--- src/rtl/mseq_pkg.sv ---
package mseq_pkg;
    localparam int FLAG_IMM = 31;
    localparam int FLAG_END = 30;
    localparam int FLAG_DBG = 28;
    localparam int FLAG_TRC = 27;

    localparam int ST_RUN = 8;
    localparam int ST_DBG = 9;
    localparam int ST_TRC = 10;

    typedef struct packed {
        logic imm;
        logic fin;
        logic dbg;
        logic trc;
    } pair_flags_t;
endpackage

--- src/rtl/mseq_decode.sv ---
module mseq_decode
    import mseq_pkg::*;
(
    input  logic [63:0]  pair_i,
    output pair_flags_t  flags_o,
    output logic [31:0]  up_o,
    output logic [31:0]  lo_o,
    output logic [5:0]   up_op_o,
    output logic [6:0]   lo_op_o
);
    always_comb begin
        up_o          = pair_i[63:32];
        lo_o          = pair_i[31:0];
        flags_o.imm   = up_o[FLAG_IMM];
        flags_o.fin   = up_o[FLAG_END];
        flags_o.dbg   = up_o[FLAG_DBG];
        flags_o.trc   = up_o[FLAG_TRC];
        up_op_o       = up_o[5:0];
        lo_op_o       = lo_o[31:25];
    end
endmodule

--- src/rtl/mseq_delay.sv ---
// One-pair deferred action: armed by a step, fires on the next step unless re-armed.
module mseq_delay (
    input  logic clk,
    input  logic rst_n,
    input  logic clr_i,
    input  logic step_i,
    input  logic arm_i,
    output logic pend_o,
    output logic fire_o
);
    logic pend_d, pend_q;

    always_comb begin
        pend_d = pend_q;
        if (clr_i)       pend_d = 1'b0;
        else if (step_i) pend_d = arm_i;
        fire_o = step_i & pend_q & ~arm_i;
        pend_o = pend_q;
    end

    always_ff @(posedge clk or negedge rst_n) begin
        if (!rst_n) pend_q <= 1'b0;
        else        pend_q <= pend_d;
    end
endmodule

--- src/rtl/mseq_top.sv ---
module mseq_top
    import mseq_pkg::*;
#(
    parameter int ADDR_W = 14
) (
    input  logic              clk,
    input  logic              rst_n,
    input  logic              start_i,
    input  logic [ADDR_W-4:0] start_addr_i,
    input  logic [1:0]        ctrl_en_i,
    input  logic [1:0]        stat_clr_i,
    input  logic              br_req_i,
    input  logic [ADDR_W-4:0] br_target_i,
    output logic [ADDR_W-1:0] mem_addr_o,
    input  logic [63:0]       mem_data_i,
    output logic              slot_valid_o,
    output logic [31:0]       up_insn_o,
    output logic [5:0]        up_op_o,
    output logic [31:0]       lo_insn_o,
    output logic [6:0]        lo_op_o,
    output logic              lo_valid_o,
    output logic [31:0]       imm_o,
    output logic              flush_o,
    output logic [15:0]       stat_o,
    output logic              irq_o
);
    localparam int PAIR_W = ADDR_W - 3;

    typedef struct packed {
        logic [PAIR_W-1:0] pc;
        logic [PAIR_W-1:0] tgt;
        logic              run;
        logic              dbg;
        logic              trc;
        logic              irq;
        logic              flush;
        logic [31:0]       imm;
    } state_t;

    state_t      st_d, st_q;
    pair_flags_t flags;
    logic        step, live, end_arm, br_arm;
    logic        end_pend, end_fire, br_pend, br_fire;
    logic        dbg_set, trc_set;

    mseq_decode u_dec (
        .pair_i  (mem_data_i),
        .flags_o (flags),
        .up_o    (up_insn_o),
        .lo_o    (lo_insn_o),
        .up_op_o (up_op_o),
        .lo_op_o (lo_op_o)
    );

    mseq_delay u_end (
        .clk    (clk),
        .rst_n  (rst_n),
        .clr_i  (start_i),
        .step_i (step),
        .arm_i  (end_arm),
        .pend_o (end_pend),
        .fire_o (end_fire)
    );

    mseq_delay u_br (
        .clk    (clk),
        .rst_n  (rst_n),
        .clr_i  (start_i),
        .step_i (step),
        .arm_i  (br_arm),
        .pend_o (br_pend),
        .fire_o (br_fire)
    );

    always_comb begin
        // A step runs while live, or once more to drain a pending slot.
        live    = st_q.run;
        step    = live | end_pend | br_pend;
        end_arm = step & live & flags.fin;
        br_arm  = step & live & br_req_i;
        dbg_set = step & live & flags.dbg & ctrl_en_i[0];
        trc_set = step & live & flags.trc & ctrl_en_i[1];

        st_d       = st_q;
        st_d.irq   = dbg_set | trc_set;
        st_d.flush = 1'b0;
        st_d.dbg   = (st_q.dbg & ~stat_clr_i[0]) | dbg_set;
        st_d.trc   = (st_q.trc & ~stat_clr_i[1]) | trc_set;

        if (step) begin
            st_d.pc = br_fire ? st_q.tgt : st_q.pc + 1'b1;
            if (br_arm)    st_d.tgt = br_target_i;
            if (flags.imm) st_d.imm = lo_insn_o;
            if (end_fire) begin
                st_d.run   = 1'b0;
                st_d.flush = 1'b1;
            end
        end

        if (start_i) begin
            st_d.pc  = start_addr_i;
            st_d.run = 1'b1;
        end

        mem_addr_o   = {st_q.pc, 3'b000};
        slot_valid_o = step;
        lo_valid_o   = step & ~flags.imm;
        imm_o        = st_q.imm;
        flush_o      = st_q.flush;
        irq_o        = st_q.irq;
        stat_o         = '0;
        stat_o[ST_RUN] = st_q.run;
        stat_o[ST_DBG] = st_q.dbg;
        stat_o[ST_TRC] = st_q.trc;
    end

    always_ff @(posedge clk or negedge rst_n) begin
        if (!rst_n) st_q <= '0;
        else        st_q <= st_d;
    end
endmodule

--- config.mk ---
export PLATFORM = sky130hd
export DESIGN_NAME = mseq_top
export DESIGN_NICKNAME = d
export VERILOG_FILES = /design/src/rtl/mseq_pkg.sv /design/src/rtl/mseq_decode.sv /design/src/rtl/mseq_delay.sv /design/src/rtl/mseq_top.sv
export SDC_FILE = /design/constraint.sdc
export NUM_CORES = 1
export LEC_CHECK = 0
export ABC_CLOCK_PERIOD_IN_PS = 2100
export BUFFER_PORTS_ARGS = -buffer_cell sky130_fd_sc_hd__buf_4
export CORE_ASPECT_RATIO = 1.25
export CORE_MARGIN = 5
export CORE_UTILIZATION = 45
export CTS_BUF_LIST = sky130_fd_sc_hd__clkbuf_4 sky130_fd_sc_hd__clkbuf_8
export DETAILED_ROUTE_END_ITERATION = 10
export PLACE_DENSITY = 0.95
export SYNTH_ARGS = -nofsm -noshare
export SYNTH_HDL_FRONTEND = slang
export SYNTH_HIERARCHICAL = 1
export SYNTH_SLANG_ARGS = --single-unit
--- constraint.sdc ---
create_clock -name clk -period 2.1 [get_ports clk]
set_clock_uncertainty 0.1 [all_clocks]
set_input_delay 0.42 -clock clk [delete_from_list [all_inputs] [get_ports clk]]
set_output_delay 0.42 -clock clk [all_outputs]
set_load 0.005 [all_outputs]
After elaboration in Yosys (flattened, before gate mapping)

Cells that the tools add are included.

Register bits after elaboration: 61
Bits in latches: 0
Memory bits (writable): 0
ROM bits: 0
Input port bits: 94
Output and inout port bits: 143
Word-level logic and storage cells: 53
Memories: 0

Add/subtract/negate cells: 1
Multipliers: 0
Divide/modulo/power cells: 0
Magnitude comparators: 0
Eq/ne operators: 0
Shifts and indexed selects: 0
Multiplexer cells: 13
Bitwise operators: 24
Reductions and logical operators: 5

Operator list:

| cell                                           | number |
|---|---|
| 2-to-1 mux 11 bit                              | 3 |
| 2-to-1 mux 33 bit                              | 1 |
| 2-to-1 mux 32 bit                              | 1 |
| 2-to-1 mux 23 bit                              | 1 |
| bitwise AND 1 bit                              | 14 |
| adder 11 x 1 -> 11 bit (second input constant) | 1 |
| 2-to-1 mux 1 bit                               | 7 |
| AND reduction 2 bit                            | 3 |
| inverter 1 bit                                 | 5 |
| bitwise OR 1 bit                               | 5 |
| nonzero test 2 bit                             | 2 |

Longest topological paths before layout

Gate-level depths: netlist (run 1).

Depth after elaboration: 9
Mapped depth: 10
Gate-level depth less buffers: 8

By module

Netlist (run 1), hierarchy kept.

By module, submodules not included:

| module      | times used | cells each | area an instance (um^2) | seq. area each (um^2) |
|---|---|---|---|---|
| mseq_top    | 1          | 271        | 3081.7                  | 1476.4 |
| mseq_decode | 1          | 81         | 608.1                   | 0.0 |
| mseq_delay  | 2          | 5          | 46.3                    | 25.0 |

Worst setup path before layout (run 1)

Ideal clock, no wire load.

Path kind: register to register
From: reg st_q, in the netlist live
To: reg st_q, in the netlist mem_addr_o[4]
Library setup time: 136 ps
Data arrival time: 1671 ps
Data required time: 1864 ps
Setup slack: 193 ps
Cell stages (with the launch flop): 11
Period minus slack after synthesis: 1907 ps
Path through: dfrtp_1 nor3_2 inv_2 buf_2 nand2_1 nor2_1 buf_2 mux2i_1 nor2_1 a21oi_1 o21ai_0

Word-level cells in the longest chain between the ends: 9
Elaborated cells on any way between the ends: 11
Those cells by class: 3 x mux; 7 x bitwise; 1 x reduce/logical

RTL lines:

| what                            | line             | RTL |
|---|---|---|
| from (decl)                     | mseq_top.sv:40   | `state_t st_d, st_q;` |
| from (signal assigned)          | mseq_top.sv:119  | `else st_q <= st_d;` |
| bitwise OR 1 bit * (2 in a row) | mseq_top.sv:78   | `step = live \| end_pend \| br_pend;` |
| net slot_valid_o                | mseq_top.sv:16   | `output logic slot_valid_o,` |
| bitwise AND 1 bit (2 in a row)  | mseq_top.sv:80   | `br_arm = step & live & br_req_i;` |
| inverter 1 bit                  | mseq_delay.sv:17 | `fire_o = step_i & pend_q & ~arm_i;` |
| bitwise AND 1 bit *             | mseq_delay.sv:17 |  |
| net br_fire                     | mseq_top.sv:43   | `logic end_pend, end_fire, br_pend, br_fire;` |
| 2-to-1 mux 11 bit *             | mseq_top.sv:91   | `st_d.pc = br_fire ? st_q.tgt : st_q.pc + 1'b1;` |
| 2-to-1 mux 23 bit *             | mseq_top.sv:90   | `if (step) begin` |
| 2-to-1 mux 11 bit *             | mseq_top.sv:100  | `if (start_i) begin` |

Mark *: on every way through the listed nets, which the timed path passes. The rest lies on a longest branch. The select of a mux whose other input is x is not followed.
A chain may end at the register's enable or synchronous reset.

Final worst setup path (run 1)

From: reg u_end.pend_q (netlist: u_end/pend_o)
To: out lo_valid_o

Word-level cells in the longest chain between the ends: 3

RTL lines:

| what                          | line             | RTL |
|---|---|---|
| from (decl)                   | mseq_delay.sv:11 | `logic pend_d, pend_q;` |
| from (signal assigned)        | mseq_delay.sv:23 | `else pend_q <= pend_d;` |
| bitwise OR 1 bit (2 in a row) | mseq_top.sv:78   |  |
| bitwise AND 1 bit             | mseq_top.sv:107  | `lo_valid_o = step & ~flags.imm;` |
| to (decl)                     | mseq_top.sv:21   | `output logic lo_valid_o,` |

No other way between the ends.

==> impl_metrics.json, run 1 <==
{
  "status": "completed",
  "irDropWorstVdd_uv": 417,
  "ios": 237,
  "grt_overflow": 0,
  "cts_buffers": 9,
  "area_growth_pct": 14.4,
  "setup_violations": 0,
  "finalHoldViolations": 0,
  "die_x_um": 92,
  "synth_area_per_cell_sq_um": 10.4,
  "cts_root_buf": "clkbuf_8",
  "dpl.hpwl_um": 6490,
  "via_count": 2432,
  "final_cell_mix": "162 x buf_4, 61 x dfrtp_1, 42 x mux2_2, 16 x conb_1, 14 x nand2_1",
  "cts_setup_buffers": 0,
  "synthCells": 362,
  "num-nets-final": 494,
  "dr.pass1.iters": 4,
  "clk_path_buf_depth": 2,
  "die_h_um": 113,
  "worstHoldStart": "stat_clr_i[1]",
  "die-area_sq_mm": 0.0104,
  "worstReg2RegStart": "u_end/pend_o",
  "placed_cell_area_sq_mm": 0.00408,
  "grt_start_max_net_pins": 33,
  "clk_pin_slew_ns": 0.07,
  "clock_sinks": 61,
  "layout_commonest_cell": "buf_4",
  "synth-seq-cells": 61,
  "crit_type": "reg2out",
  "grt_use_total_pct": 15.7,
  "core_region_area_sq_mm": 0.00824,
  "clk_latency_ns": 0.33,
  "synth_cell_types": 38,
  "final_area_sq_mm": 0.00433,
  "antenna_found_initial": 0,
  "critical_path.startpoint": "u_end/pend_o",
  "tns_ns": 0,
  "yosysWarningCount": 6,
  "min_path_type": "in2reg",
  "leakage_nw": 2.09,
  "start_util_pct": 45.9,
  "cts_tree": "done",
  "crit_slowest_cell": "dfrtp_1",
  "rows": 37,
  "post-route-period-util_pct": 90.7,
  "grt_pass1_vias": 2606,
  "drt-wirelength-per-cell_um": 16.1,
  "drc": 0,
  "powerDensity_mw_per_mm2": 788,
  "vias_per_cell": 4.85,
  "cp_data_required_time_ns": 1.58,
  "cp_max_fo": 11,
  "seq_area_frac_synth_pct": 40.4,
  "worst_setup_path_start_kind": "flip-flop",
  "rsz0062_at_grt": "false",
  "final.min_clock_period_ns": 1.90,
  "fmax_ghz": 0.525,
  "gp_congestion": 0.825,
  "end_kind": "output port",
  "wl_um": 8080,
  "drtIter0Drc": 48,
  "synth_area_leader_cell": "dfrtp_1",
  "grt_pass1_wl_um": 12900,
  "postRouteAntennaNets": 0,
  "crit_chain": "nor3_2 > buf_4 > nor2_1 > buf_4",
  "layout-drive-gt1-share_pct": 56.4,
  "n_antenna_cell": 0,
  "critPathMaxStageDelay_ns": 0.41,
  "maxSlewViolCount": 0,
  "cap_violations": 0,
  "syn-cell-area_sq_mm": 0.00378,
  "htreeDepth": 3,
  "synth_area_leaders": "dfrtp_1 40%, buf_4 29%, mux2_2 13%, xnor2_1 1.6%, nand2_1 1.4%",
  "synth_top_area_share_pct": 40.4,
  "io_buffers": 158,
  "worstPathArrival_ns": 1.38,
  "path_common_cell": "buf_4"
}
## where the power goes
part / internal (mW) / switching [mW]
combinational: 0.462 / 0.295
clock: 0.761 / 0.446
sequential: 1.32 / 0.121
## sequential cells by signal, summed over array words and instances (netlist names), 2 cells and up
register,cells
imm_o,32
mem_addr_o,11
st_q,11
stat_o,2
## synthesized netlist by cell type
cell type and n:
buf_2 4, nor2b_1 5, nand2_2 1, mux2_2 42, mux2_1 1, nand3_4 1
nor3_2 1, nand2b_1 3, clkbuf_1 3, conb_1 1, or3_1 1, a221oi_1 3
o31ai_1 1, nor4_1 1, nand4_2 1, a211oi_1 1, ha_1 1, a21o_1 1
nor3b_1 6, nand2_1 14, dfrtp_1 61, buf_4 147, nor2_1 10, nor3_1 3
o31a_1 1, and2_1 1, o211ai_1 3, o221ai_1 2, nand3_1 6, xnor2_1 7
a21oi_1 8, inv_1 5, and3_2 1, inv_2 1, xor2_1 1, o21ai_0 8
a22oi_1 1, mux2i_1 4
## repair_timing
| item | in CTS | in global routing |
|---|---|---|
| hold buffers | 1 | 0 |
| endpoints found under the hold margin | 29 | 0 |
| gates resized for setup | 0 | 0 |
## stage by stage
step | setup WS [ns] | hold WS, ns | std cells | util [%] | power [mW]
6_report | 0.195 | 0.159 | 501 | 52.5 | 3.41
4_1_cts | 0.170 | 0.141 | 501 | 52.5 | 3.47
5_1_grt | 0.0368 | 0.152 | 501 | 52.5 | 3.59
2_1_floorplan | 0.193 | 0.0244 | 377 | - | 2.05
3_5_place_dp | 0.272 | 0.284 | 484 | 49.5 | 2.24
3_3_place_gp | 0.346 | 0.270 | 484 | 49.5 | 2.20
## metal layers
| metal | GRT usage (%) | routed length, um | part of all wire [%] | vias to the layer above |
|---|---|---|---|---|
| met3 | 4.22 | 598 | 7.4 | 35 |
| li1 | - | - | - | 1118 |
| met5 | 0 | 0 | 0 | - |
| met4 | 10.9 | 372 | 4.6 | 0 |
| met1 | 16.8 | 2920 | 36 | 1150 |
| met2 | 26.7 | 4190 | 52 | 129 |
## layout make-up
type	count	area, sq um
Clock inverter	3	67.6
Clock buffer	13	166
Tap cell	97	121
Timing Repair Buffer	165	1270
Fill cell	741	3920
Sequential cell	61	1530
Inverter	6	22.5
Multi-Input combinational cell	156	1150
## path summary, 6_finish.rpt
path,end,slack [ns],cells after the start
min,stat_o[10],0.16,2
min reg2reg,st_q[40],0.40,1
max in group asynchronous,u_end/pend_o,0.92,3
max reg2reg,mem_addr_o[3],0.26,9
min in group asynchronous,imm_o[3],0.46,2
max,lo_valid_o,0.20,4
## cells by family (layout without fill, tap and decap cells)
group,Yosys count,count (layout),synth area share [%]
buffers and inverters,160,187,30.6
DFF,61,61,40.4
and+or+nand+nor,55,55,8.01
muxes,47,47,13.9
AOI/OAI and AO/OA,29,29,4.90
xor gates and xnor gates,8,8,1.85
adders and majority gates,1,1,0.331
other,1,16,0.0991
## critical path, delay by kind of cell (launching register included)
kind,cells,cell delay (ns)
simple gates,2,0.29
buf+inv,2,0.36
flops,1,0.41
Power figures use the tool's default switching activity.
==> run 2, diff against run 1 <==
Settings changed: CORE_ASPECT_RATIO 1.25 to default, RECOVER_POWER from default to 100.
==> impl_metrics.json, run 2 (synthesis results as in run 1) <==
{
  "cp_data_required_time_ns": 1.58,
  "cap_violations": 1,
  "rsz0062_at_grt": "false",
  "hold-worst-slack_ns": 0.176,
  "end_kind": "output port",
  "grt_pass1_wl_um": 12300,
  "irDropWorstVdd_uv": 481,
  "critical_path.top_delay_family": "flip-flops",
  "min_path_type": "in2reg",
  "grt_use_total_pct": 15.5,
  "gp_congestion": 0.815,
  "worst_setup_path_start_kind": "flip-flop",
  "grt_overflow": 0,
  "crit_slowest_cell": "dfrtp_1",
  "num-nets-final": 492,
  "dr.pass1.iters": 4,
  "drt-wirelength-per-cell_um": 16.2,
  "relSlewSlack_pct": -0.589,
  "vias_per_cell": 4.83,
  "fin_util_pct": 51.0,
  "rows": 33,
  "drc": 0,
  "via_count": 2442,
  "grt_pass1_vias": 2402,
  "area_growth_pct": 10.8,
  "n_antenna_cell": 0,
  "power_mw": 3.20,
  "final_cell_mix": "77 x clkbuf_4, 67 x buf_4, 61 x dfrtp_1, 42 x mux2_2, 18 x clkbuf_1",
  "die-area_sq_mm": 0.0103,
  "start_util_pct": 46.0,
  "cts_root_buf": "clkbuf_8",
  "final_area_sq_mm": 0.00419,
  "final.min_clock_period_ns": 1.97,
  "tightestPinTransition_ns": 1.51,
  "die_x_um": 102,
  "wl_um": 8190,
  "worstPathArrival_ns": 1.45,
  "crit_chain": "nor3_2 > inv_2 > buf_4 > clkbuf_4",
  "postRouteAntennaNets": 0,
  "largest_reg_flops": 32,
  "layout-drive-gt1-share_pct": 52.1,
  "cts_setup_buffers": 0,
  "fmax_ghz": 0.506,
  "maxSlewViolCount": 62,
  "core_region_area_sq_mm": 0.00822,
  "clk_path_buf_depth": 2,
  "fillers": 721,
  "grt_start_max_net_pins": 62,
  "tns_ns": 0,
  "placed_cell_area_sq_mm": 0.00407,
  "layout_commonest_cell": "clkbuf_4",
  "cp_max_fo": 13,
  "cts_tree": "done",
  "die_h_um": 102,
  "critPathMaxStageDelay_ns": 0.46,
  "htreeDepth": 3,
  "status": "finished with violations",
  "post-route-period-util_pct": 94.0,
  "clock_sinks": 61,
  "antenna_found_initial": 0,
  "finalHoldViolations": 0,
  "clk_pin_slew_ns": 0.07,
  "cts_resized": 0,
  "cts_buffers": 9,
  "clk_latency_ns": 0.32,
  "powerDensity_mw_per_mm2": 764,
  "violations": "capacitance limit, slew limit",
  "drtIter0Drc": 89,
  "io_buffers": 158,
  "dpl.hpwl_um": 6480,
  "postCtsHoldBufs": 0,
  "ios": 237,
  "crit_type": "reg2out",
  "setup_violations": 0,
  "leakage_nw": 1.97,
  "cp_num_buf_inv": 3
}
==> run 2: changes by cell type in the layout (fill, tap and decap cells not counted), sizes merged <==
cell and delta:
clkinv +2, bufinv -1, dlygate4sd3 -1, clkbuf +94, buf -97
==> run 2: cell type report <==
cell class,count,area (sq um),area share [%]
flip-flops and latches,61,1530,36.4
multi-input cells,156,1160,27.6
repair buffers,163,1150,27.5
clock buffers,11,151,3.61
well taps,105,131,3.14
clock inverters,4,47.5,1.13
inverters,6,22.5,0.537
==> run 2: worst paths after layout <==
kind	start	endpoint	slack [ns]	cells past startpoint
max	live	slot_valid_o	0.13	4
min	stat_clr_i[1]	stat_o[10]	0.18	2
max reg2reg	live	imm_o[3]	0.22	5
min reg2reg	imm_o[27]	imm_o[27]	0.40	1
max in group asynchronous	rst_n	imm_o[27]	0.64	1
min in group asynchronous	rst_n	imm_o[18]	0.36	1
==> run 2: where the power goes <==
group | switching, mW | internal [mW]
clock network | 0.452 | 0.602
registers | 0.119 | 1.32
logic | 0.293 | 0.412
==> run 2: through the flow <==
step                      std cells  setup WS [ns]
after floorplan                 377          0.193
after global routing            506         0.0393
final                           506          0.125
after detailed placement        491          0.128
after CTS                       506         0.0960
after global placement          491          0.280
==> run 2: worst register-to-register path, cell delays in order, from the launching register on <==
cell and delay, ns:
dfrtp_1 0.46, nor3_2 0.23, inv_2 0.09, nand2_2 0.06, clkbuf_4 0.40, mux2_2 0.42
==> run 2: routing by layer <==
metal	part of all wire, %	global-route usage [%]
met1	36	17.9
met2	53	26.9
met3	9.6	4.27
met4	1.5	6.54
met5	0	0
==> run 3, diff against run 2 <==
Settings changed: RECOVER_POWER 100 to 50.
==> impl_metrics.json, run 3 (synthesis results as in run 1) <==
{
  "status": "finished with violations",
  "violations": "capacitance limit, slew limit",
  "leakage_nw": 2.04,
  "die_h_um": 102,
  "crit_slowest_cell": "dfrtp_1",
  "die-area_sq_mm": 0.0103,
  "grt_pass1_vias": 2402,
  "die_x_um": 102,
  "rsz0062_at_grt": "false",
  "post-route-period-util_pct": 94.0,
  "min_path_type": "in2reg",
  "cts_root_buf": "clkbuf_8",
  "start_util_pct": 46.0,
  "num-nets-final": 492,
  "wl_um": 8210,
  "via_count": 2441,
  "critPathMaxStageDelay_ns": 0.46,
  "fmax_ghz": 0.507,
  "holdPathEnd": "stat_o[10]",
  "pwr-share-comb_pct": 23.0,
  "grt_overflow": 0,
  "p_sw_mw": 0.866,
  "cap_violations": 1,
  "clock_power_share_pct": 32.4,
  "drc": 0,
  "drt-wirelength-per-cell_um": 16.2,
  "cts_buffers": 9,
  "crit_type": "reg2out",
  "worstHoldStart": "stat_clr_i[1]",
  "clk_path_buf_depth": 2,
  "io_buffers": 158,
  "cts_setup_buffers": 0,
  "cts_resized": 0,
  "grt_pass1_wl_um": 12300,
  "dpl.hpwl_um": 6480,
  "final.min_clock_period_ns": 1.97,
  "largest_reg_flops": 32,
  "core_region_area_sq_mm": 0.00822,
  "layout_commonest_cell": "buf_4",
  "p_int_mw": 2.38,
  "layout-drive-gt1-share_pct": 55.9,
  "path_common_cell": "buf_4",
  "tns_ns": 0,
  "clock_sinks": 61,
  "clk_latency_ns": 0.32,
  "cp_data_required_time_ns": 1.58,
  "area_growth_pct": 12.6,
  "setup_violations": 0,
  "cts_tree": "done",
  "rows": 33,
  "tightestPinTransition_ns": 1.50,
  "hold-worst-slack_ns": 0.175,
  "relSlewSlack_pct": -0.285,
  "drtIter0Drc": 67,
  "cp_num_buf_inv": 3,
  "worstPathArrival_ns": 1.45,
  "reg2regPathDepth": 7,
  "grt_use_total_pct": 15.5,
  "finalHoldViolations": 0,
  "switching_share_pct": 26.7,
  "dr.pass1.iters": 4,
  "r2r_end": "mem_addr_o[13]",
  "vias_per_cell": 4.82,
  "critical_path.top_delay_family": "flip-flops",
  "cp_max_fo": 13,
  "maxSlewViolCount": 61,
  "worstReg2RegStart": "live",
  "postCtsHoldBufs": 0,
  "crit_chain": "nor3_2 > inv_2 > buf_4 > buf_4",
  "worst_setup_path_start_kind": "flip-flop",
  "final_cell_mix": "135 x buf_4, 61 x dfrtp_1, 42 x mux2_2, 23 x clkbuf_4, 16 x conb_1",
  "end_kind": "output port",
  "htreeDepth": 3,
  "clk_pin_slew_ns": 0.07,
  "grt_start_max_net_pins": 62,
  "gp_congestion": 0.815,
  "postRouteAntennaNets": 0,
  "seqPwrFrac_pct": 44.6,
  "hold_depth": 2,
  "powerDensity_mw_per_mm2": 762,
  "n_antenna_cell": 0,
  "antenna_found_initial": 0,
  "reg2reg_slack_ns": 0.23,
  "ios": 237,
  "irDropWorstVdd_uv": 475
}
run 3: power by group through the flow:
stage                     clock (mW)  combinational [mW]  sequential, mW
after detailed placement           0               0.763            1.47
after global routing            1.14               0.816            1.47
after floorplan                    0               0.630            1.42
after CTS                       1.09               0.765            1.44
after global placement             0               0.734            1.46
final                           1.05               0.747            1.45
run 3: through the flow:
step	area (sq um)	setup WS, ns	util, %	power (mW)	instances
floorplan	3840	0.193	-	2.05	377
global placement	4070	0.280	49.6	2.19	491
detailed placement	4070	0.128	49.6	2.23	491
CTS	4270	0.0960	52.0	3.30	506
global route	4260	0.0369	51.8	3.42	506
finish	4260	0.126	51.8	3.25	506
run 3: cell type report:
| cell class | instances | area, sq um |
|---|---|---|
| Inverter | 6 | 22.5 |
| Clock inverter | 4 | 47.5 |
| Fill cell | 703 | 3960 |
| Sequential cell | 61 | 1530 |
| Timing Repair Buffer | 163 | 1220 |
| Tap cell | 105 | 131 |
| Clock buffer | 11 | 151 |
| Multi-Input combinational cell | 156 | 1160 |
run 3: layer usage:
layer / GRT usage (%) / up-vias / part of all wire [%]
met5: 0 / - / 0
met4: 6.54 / 0 / 1.4
met3: 4.27 / 16 / 10
met2: 26.9 / 135 / 53
met1: 17.9 / 1175 / 35
li1: - / 1115 / -
run 3: worst max-delay path by stage:
stage	start	cells past startpoint	slack, ns	end
finish	live	4	0.13	slot_valid_o
detailed placement	live	7	0.13	mem_addr_o[13]
global route	live	7	0.04	mem_addr_o[13]
global placement	br_req_i	7	0.28	mem_addr_o[11]
CTS	live	4	0.1	slot_valid_o
floorplan	live	10	0.19	mem_addr_o[4]
